--- config.mk ---
export PLATFORM = sky130hd
export DESIGN_NAME = cond_status_reg
export DESIGN_NICKNAME = d
export VERILOG_FILES = /design/src/rtl/flagstat_pkg.sv /design/src/rtl/flag_calc.sv /design/src/rtl/sr_store.sv /design/src/rtl/cond_status_reg.sv
export SDC_FILE = /design/constraint.sdc
export NUM_CORES = 1
export LEC_CHECK = 0
export BUFFER_PORTS_ARGS = -buffer_cell sky130_fd_sc_hd__buf_2
export CORE_UTILIZATION = 30
export CTS_BUF_LIST = sky130_fd_sc_hd__clkbuf_2
export DETAILED_ROUTE_END_ITERATION = 8
export GPL_ROUTABILITY_DRIVEN = 0
export PLACE_DENSITY = 0.81
export SETUP_SLACK_MARGIN = 0.5
export SYNTH_ARGS = -nofsm -noshare
export SYNTH_HDL_FRONTEND = slang
export SYNTH_SLANG_ARGS = --single-unit
--- constraint.sdc ---
create_clock -name clk -period 0.8 [get_ports clk]
set_input_delay 0.08 -clock clk [delete_from_list [all_inputs] [get_ports clk]]
set_output_delay 0.08 -clock clk [all_outputs]
set_load 0.01 [all_outputs]
--- src/rtl/flagstat_pkg.sv ---
package flagstat_pkg;

  localparam int SR_W = 16;

  localparam int IDX_C     = 0;
  localparam int IDX_Z     = 1;
  localparam int IDX_N     = 2;
  localparam int IDX_IEN   = 3;
  localparam int IDX_SLEEP = 4;
  localparam int IDX_OSCST = 5;
  localparam int IDX_CG0   = 6;
  localparam int IDX_CG1   = 7;
  localparam int IDX_V     = 8;

  localparam logic [SR_W-1:0] WRITABLE_MASK = 16'h01FF;
  localparam logic [SR_W-1:0] FLAG_MASK =
    (SR_W'(1) << IDX_C) | (SR_W'(1) << IDX_Z) |
    (SR_W'(1) << IDX_N) | (SR_W'(1) << IDX_V);

  typedef enum logic [1:0] {
    OPC_ADD   = 2'd0,
    OPC_SUB   = 2'd1,
    OPC_LOGIC = 2'd2,
    OPC_HOLD  = 2'd3
  } opc_e;

  typedef struct packed {
    logic v;
    logic n;
    logic z;
    logic c;
  } flags_t;

endpackage

--- src/rtl/flag_calc.sv ---
module flag_calc
  import flagstat_pkg::*;
#(
  parameter int DW = 16
) (
  input  opc_e          opc,
  input  logic          is_byte,
  input  logic [DW-1:0] src,
  input  logic [DW-1:0] dst,
  input  logic [DW-1:0] res,
  input  logic          cout,
  output flags_t        fl
);

  localparam int HW = DW / 2;

  function automatic logic msb_at(input logic [DW-1:0] v, input logic b);
    return b ? v[HW-1] : v[DW-1];
  endfunction

  function automatic logic zero_at(input logic [DW-1:0] v, input logic b);
    return b ? (v[HW-1:0] == '0) : (v == '0);
  endfunction

  // same-sign operands, result sign flipped
  function automatic logic ovf_add(input logic [DW-1:0] s, input logic [DW-1:0] d,
                                   input logic [DW-1:0] r, input logic b);
    return (msb_at(s, b) == msb_at(d, b)) && (msb_at(r, b) != msb_at(d, b));
  endfunction

  // dst - src: operand signs differ, result sign departs from dst
  function automatic logic ovf_sub(input logic [DW-1:0] s, input logic [DW-1:0] d,
                                   input logic [DW-1:0] r, input logic b);
    return (msb_at(s, b) != msb_at(d, b)) && (msb_at(r, b) != msb_at(d, b));
  endfunction

  logic res_zero;
  logic res_neg;

  assign res_zero = zero_at(res, is_byte);
  assign res_neg  = msb_at(res, is_byte);

  always_comb begin
    fl.z = res_zero;
    fl.n = res_neg;
    unique case (opc)
      OPC_ADD: begin
        fl.c = cout;
        fl.v = ovf_add(src, dst, res, is_byte);
      end
      OPC_SUB: begin
        fl.c = cout;
        fl.v = ovf_sub(src, dst, res, is_byte);
      end
      OPC_LOGIC: begin
        fl.c = ~res_zero;
        fl.v = 1'b0;
      end
      default: begin
        fl.c = 1'b0;
        fl.v = 1'b0;
      end
    endcase
  end

endmodule

--- src/rtl/sr_store.sv ---
module sr_store
  import flagstat_pkg::*;
(
  input  logic            clk,
  input  logic            rst_n,
  input  logic            upd_arith,
  input  flags_t          fl_new,
  input  logic            dir_wr,
  input  logic            wr_set,
  input  logic [SR_W-1:0] wr_mask,
  output logic [SR_W-1:0] sr_q
);

  logic [SR_W-1:0] flag_vec;

  always_comb begin
    flag_vec        = '0;
    flag_vec[IDX_C] = fl_new.c;
    flag_vec[IDX_Z] = fl_new.z;
    flag_vec[IDX_N] = fl_new.n;
    flag_vec[IDX_V] = fl_new.v;
  end

  for (genvar i = 0; i < SR_W; i++) begin : g_bit
    if (WRITABLE_MASK[i]) begin : g_store
      logic nxt;
      always_comb begin
        if (dir_wr && wr_mask[i])
          nxt = wr_set;
        else if (!dir_wr && upd_arith && FLAG_MASK[i])
          nxt = flag_vec[i];
        else
          nxt = sr_q[i];
      end
      always_ff @(posedge clk or negedge rst_n) begin
        if (!rst_n) sr_q[i] <= 1'b0;
        else        sr_q[i] <= nxt;
      end
    end else begin : g_rsvd
      assign sr_q[i] = 1'b0;
    end
  end

endmodule

--- src/rtl/cond_status_reg.sv ---
module cond_status_reg
  import flagstat_pkg::*;
#(
  parameter int DW = 16
) (
  input  logic          clk,
  input  logic          rst_n,
  input  logic          upd_en,
  input  logic [1:0]    op_cls,
  input  logic          is_byte,
  input  logic [DW-1:0] src_opnd,
  input  logic [DW-1:0] dst_opnd,
  input  logic [DW-1:0] alu_res,
  input  logic          alu_cout,
  input  logic          wr_en,
  input  logic          wr_set,
  input  logic [15:0]   wr_mask,
  output logic [15:0]   sr_q,
  output logic          flag_c,
  output logic          flag_z,
  output logic          flag_n,
  output logic          flag_v
);

  opc_e   opc;
  flags_t fl_new;
  logic   upd_arith;
  logic   dir_wr;

  assign opc       = opc_e'(op_cls);
  assign upd_arith = upd_en && (opc != OPC_HOLD);
  assign dir_wr    = wr_en;

  flag_calc #(.DW(DW)) u_calc (
    .opc     (opc),
    .is_byte (is_byte),
    .src     (src_opnd),
    .dst     (dst_opnd),
    .res     (alu_res),
    .cout    (alu_cout),
    .fl      (fl_new)
  );

  sr_store u_store (
    .clk       (clk),
    .rst_n     (rst_n),
    .upd_arith (upd_arith),
    .fl_new    (fl_new),
    .dir_wr    (dir_wr),
    .wr_set    (wr_set),
    .wr_mask   (wr_mask),
    .sr_q      (sr_q)
  );

  assign flag_c = sr_q[IDX_C];
  assign flag_z = sr_q[IDX_Z];
  assign flag_n = sr_q[IDX_N];
  assign flag_v = sr_q[IDX_V];

endmodule

==> impl_results.html <==
<table>
<tr><th>Metric</th><th>Value</th></tr>
<tr><th colspan="2">Outcome</th></tr>
<tr><td>Result of the run</td><td>finished with violations</td></tr>
<tr><td>Violated checks</td><td>negative hold slack, negative setup slack</td></tr>
<tr><th colspan="2">Placement</th></tr>
<tr><td>Detailed placer's ending HPWL</td><td>approximately 1500 µm</td></tr>
<tr><td>Post-Place Cell Area</td><td>~980 µm²</td></tr>
<tr><td>Count of buffers inserted at the top-level ports</td><td>50</td></tr>
<tr><td>Inst Count DP</td><td>150</td></tr>
<tr><td>Worst setup slack before clock tree synthesis</td><td>-0.355 ns</td></tr>
<tr><th colspan="2">Cells and area</th></tr>
<tr><td>Area growth, synth to finish</td><td>86.9%</td></tr>
<tr><td>Utilization after layout</td><td>60.5%</td></tr>
<tr><td>Largest reg by FF count</td><td>u_store.sr_q</td></tr>
<tr><td>Number of antenna repair diodes</td><td>0</td></tr>
<tr><td>Final design area excluding fillers</td><td>between 0.001 and 0.0015 mm²</td></tr>
<tr><td>Leading cell types in the layout, fill and taps excluded</td><td>sky130_fd_sc_hd__buf_2, sky130_fd_sc_hd__buf_6, sky130_fd_sc_hd__buf_4, sky130_fd_sc_hd__nand2_1, sky130_fd_sc_hd__dfrtp_1</td></tr>
<tr><td>Max FFs per register</td><td>9</td></tr>
<tr><td>Layout filler cell count</td><td>approximately 170</td></tr>
<tr><td>Ratio of cells with drive above 1 in the final layout</td><td>between 60% and 70%</td></tr>
<tr><td>Total number of nets in the final design</td><td>205</td></tr>
<tr><td>Commonest non-fill, non-tap cell in the layout</td><td>sky130_fd_sc_hd__buf_2</td></tr>
<tr><td>Non-filler instance count after layout</td><td>158</td></tr>
<tr><td>Biggest regs</td><td>u_store.sr_q (9)</td></tr>
<tr><th colspan="2">Clock network</th></tr>
<tr><td>CTS clock-pin slew for the worst setup and hold paths</td><td>0.11 ns</td></tr>
<tr><td>Clock latency on the worst-skew pair</td><td>approximately 0.27 ns</td></tr>
<tr><td>CTS H-tree depth</td><td>1</td></tr>
<tr><td>Number of buffers created by CTS</td><td>3</td></tr>
<tr><td>Buffer depth of the longest clock path</td><td>2</td></tr>
<tr><td>Clock tree root buffer cell</td><td>sky130_fd_sc_hd__clkbuf_2</td></tr>
<tr><td>Number of sinks handled by clock tree synthesis</td><td>9</td></tr>
<tr><td>CTS tree</td><td>yes</td></tr>
<tr><th colspan="2">Timing</th></tr>
<tr><td>Maximum clock rate</td><td>1100 MHz</td></tr>
<tr><td>Post-route worst hold slack</td><td>-0.352 ns</td></tr>
<tr><td>RSZ-0062 raised after global routing</td><td>yes</td></tr>
<tr><td>Final worst slack</td><td>-0.113 ns</td></tr>
<tr><td>Total Negative Setup Slacks</td><td>-1.33 ns</td></tr>
<tr><td>Final Setup Violations</td><td>17</td></tr>
<tr><td>Final count of hold timing violations</td><td>9</td></tr>
<tr><td>Number of pins with negative max-slew slack in the final report</td><td>0</td></tr>
<tr><td>Post-layout minimum cycle time</td><td>0.913 ns</td></tr>
<tr><td>Part of the cycle the worst path needs</td><td>114%</td></tr>
<tr><td>Final setup skew</td><td>0 ns</td></tr>
<tr><th colspan="2">Pwr</th></tr>
<tr><td>Clock network fraction of total power</td><td>20.4%</td></tr>
<tr><td>Switching Share</td><td>33.9%</td></tr>
<tr><td>Logic gate share of total power</td><td>43.2%</td></tr>
<tr><td>Sequential cell fraction of total power</td><td>36.4%</td></tr>
<tr><td>Net switching power</td><td>523 µW</td></tr>
<tr><td>Cell area power density</td><td>~1300 mW/mm²</td></tr>
<tr><td>Internal cell power</td><td>around 1.0 mW</td></tr>
<tr><td>Leakage power of the design</td><td>0.611 nW</td></tr>
<tr><td>Peak supply drop</td><td>0.000658 V</td></tr>
<tr><td>Tot Pwr</td><td>1.54 mW</td></tr>
<tr><th colspan="2">Global route</th></tr>
<tr><td>Via count of the first global-routing pass</td><td>between 700 and 800</td></tr>
<tr><td>Tot GR Track Use</td><td>21.1%</td></tr>
<tr><td>Wire length of the first global-routing pass</td><td>3260 µm</td></tr>
<tr><td>Total overflow reported by the global router</td><td>0</td></tr>
<tr><td>Pin count of the biggest net entering global routing</td><td>13</td></tr>
<tr><td>Initial antenna violation count</td><td>0</td></tr>
<tr><th colspan="2">Die</th></tr>
<tr><td>Initial standard-cell utilization of the core</td><td>between 30% and 40%</td></tr>
<tr><td>Count of boundary I/O pins</td><td>93</td></tr>
<tr><td>Placeable core region</td><td>0.00198 mm²</td></tr>
<tr><td>Die area</td><td>0.00233 mm²</td></tr>
<tr><td>Die span in x</td><td>about 48 µm</td></tr>
<tr><td>Height of the chip</td><td>48.3 µm</td></tr>
<tr><td>Row cnt</td><td>16</td></tr>
<tr><th colspan="2">Job</th></tr>
<tr><td>Max-capacitance violation count</td><td>0</td></tr>
<tr><th colspan="2">Synthesis</th></tr>
<tr><td>Count of cell types in the netlist</td><td>26</td></tr>
<tr><td>Post-synthesis async set-or-reset flop share</td><td>100%</td></tr>
<tr><td>Avg Cell Area, Syn</td><td>9.44 µm²</td></tr>
<tr><td>Most used flip-flop cell after synthesis</td><td>sky130_fd_sc_hd__dfrtp_1</td></tr>
<tr><td>Cells after Synth</td><td>68</td></tr>
<tr><td>Synth area leader</td><td>sky130_fd_sc_hd__dfrtp_1</td></tr>
<tr><td>Top cells by area, synth</td><td>sky130_fd_sc_hd__dfrtp_1, sky130_fd_sc_hd__buf_4, sky130_fd_sc_hd__nand2_1, sky130_fd_sc_hd__mux2i_1, sky130_fd_sc_hd__mux2_1</td></tr>
<tr><td>Total standard cell area after synthesis</td><td>roughly 640 µm²</td></tr>
<tr><td>Fraction of post-synthesis cell area in the top cell type by area</td><td>roughly a third</td></tr>
<tr><td>Yosys warning count</td><td>0</td></tr>
<tr><td>Post-synthesis sequential area ratio</td><td>a little over a third</td></tr>
<tr><td>Number of synthesized flops with an enable pin</td><td>0</td></tr>
<tr><td>Seq cells post-synth</td><td>9</td></tr>
<tr><th colspan="2">Critical path</th></tr>
<tr><td>Standard cell with the maximum stage delay on the critical path</td><td>sky130_fd_sc_hd__dfrtp_1</td></tr>
<tr><td>Cell-by-cell trace of the critical path</td><td>buf_2</td></tr>
<tr><td>CP top delay family</td><td>flip-flops</td></tr>
<tr><td>FF-to-FF path depth</td><td>2</td></tr>
<tr><td>Critical path startpoint category</td><td>flip-flop</td></tr>
<tr><td>Delay contributed by the slowest stage of the critical path</td><td>0.42 ns</td></tr>
<tr><td>Critical path class</td><td>reg2out</td></tr>
<tr><td>Top fanout value on the critical path</td><td>3</td></tr>
<tr><td>Number of cells on the critical path</td><td>1</td></tr>
<tr><td>Signal arrival time at the worst endpoint</td><td>0.83 ns</td></tr>
<tr><td>Critical path endpoint category</td><td>output pin</td></tr>
<tr><td>Required time worst endpoint</td><td>between 0.7 and 0.8 ns</td></tr>
<tr><td>Number of buffer and inverter instances along the worst setup path</td><td>1</td></tr>
<tr><th colspan="2">Routing</th></tr>
<tr><td>Drc violations</td><td>0</td></tr>
<tr><td>WL met1</td><td>834 µm</td></tr>
<tr><td>Routed wl met2</td><td>1270 µm</td></tr>
<tr><td>Routed wire per std cell</td><td>about 15 µm</td></tr>
<tr><td>Routed wl met3</td><td>about 180 µm</td></tr>
<tr><td>Number of iterations in the first detailed-routing pass</td><td>4</td></tr>
<tr><td>Vias per std cell</td><td>5.07</td></tr>
<tr><td>Starting DRT DRC Count</td><td>19</td></tr>
<tr><td>Antenna Violating Nets Remaining</td><td>0</td></tr>
<tr><td>Total wire length</td><td>~2400 µm</td></tr>
<tr><td>Uppermost layer routed</td><td>met4</td></tr>
<tr><td>Total number of vias</td><td>801</td></tr>
<tr><th colspan="2">Hold path</th></tr>
<tr><td>Hold/Removal Path Class</td><td>in2async</td></tr>
</table>
==> metal layers <==
layer | global-route usage, % | vias to the layer above
met4 | 13.9 | 0
met1 | 22.5 | 385
li1 | - | 350
met5 | 0 | -
met2 | 37.6 | 56
met3 | 4.07 | 10
==> final timing paths <==
path / from / slack [ns] / to
worst max-delay path: u_store.sr_q[0]$_DFFE_PN0P_ / -0.11 / sr_q[0]
worst min-delay path: rst_n / -0.35 / u_store.sr_q[2]$_DFFE_PN0P_
worst max register to register: u_store.sr_q[5]$_DFFE_PN0P_ / -0.09 / u_store.sr_q[5]$_DFFE_PN0P_
worst min register to register: u_store.sr_q[3]$_DFFE_PN0P_ / 0.51 / u_store.sr_q[3]$_DFFE_PN0P_
max in group asynchronous: rst_n / 0.95 / u_store.sr_q[6]$_DFFE_PN0P_
min in group clk: wr_mask[8] / 0.09 / u_store.sr_q[8]$_DFFE_PN0P_
==> cells by family after synthesis <==
kind of cell              after synthesis  synth area share (%)
xor gates and xnor gates                1                  1.36
and+or+nand+nor                        26                  22.6
muxes                                   9                  15.0
DFF                                     9                  35.1
other                                   1                 0.584
AOI/OAI and AO/OA                       8                  10.5
buffers and inverters                  14                  14.8
==> power by group through the flow <==
stage	clock network, mW	registers, mW	logic (mW)
floorplan	0	0.603	0.281
global placement	0	0.564	0.497
detailed placement	0	0.569	0.507
CTS	0.312	0.560	0.599
global route	0.347	0.572	0.716
finish	0.314	0.561	0.666
==> final cells by class <==
| class | count | area, µm² | share of cell area, % |
|---|---|---|---|
| tap | 27 | 33.8 | 2.82 |
| clock buffer | 4 | 20.0 | 1.67 |
| sequential | 9 | 225 | 18.8 |
| multi-input combinational | 51 | 472 | 39.3 |
| timing repair buffer | 66 | 445 | 37.1 |
| inverter | 1 | 3.75 | 0.313 |
==> cell usage after synthesis (2+ instances only) <==
cell type,n
sky130_fd_sc_hd__nor2b_1,2
sky130_fd_sc_hd__dfrtp_1,9
sky130_fd_sc_hd__nor4_2,2
sky130_fd_sc_hd__mux2_1,3
sky130_fd_sc_hd__nand2_1,12
sky130_fd_sc_hd__mux2i_1,4
sky130_fd_sc_hd__mux2_2,2
sky130_fd_sc_hd__nor4_1,2
sky130_fd_sc_hd__buf_4,11
sky130_fd_sc_hd__nand3_1,5
==> repair_timing <==
| action | CTS | global route |
|---|---|---|
| buffers inserted | 2 | 2 |
| setup endpoints to repair | 22 | 22 |
| hold endpoints to repair | 9 | 9 |
| gates resized for setup | 22 | 7 |
| pin swaps | 11 | 3 |
(Power assumes the default switching activity.)
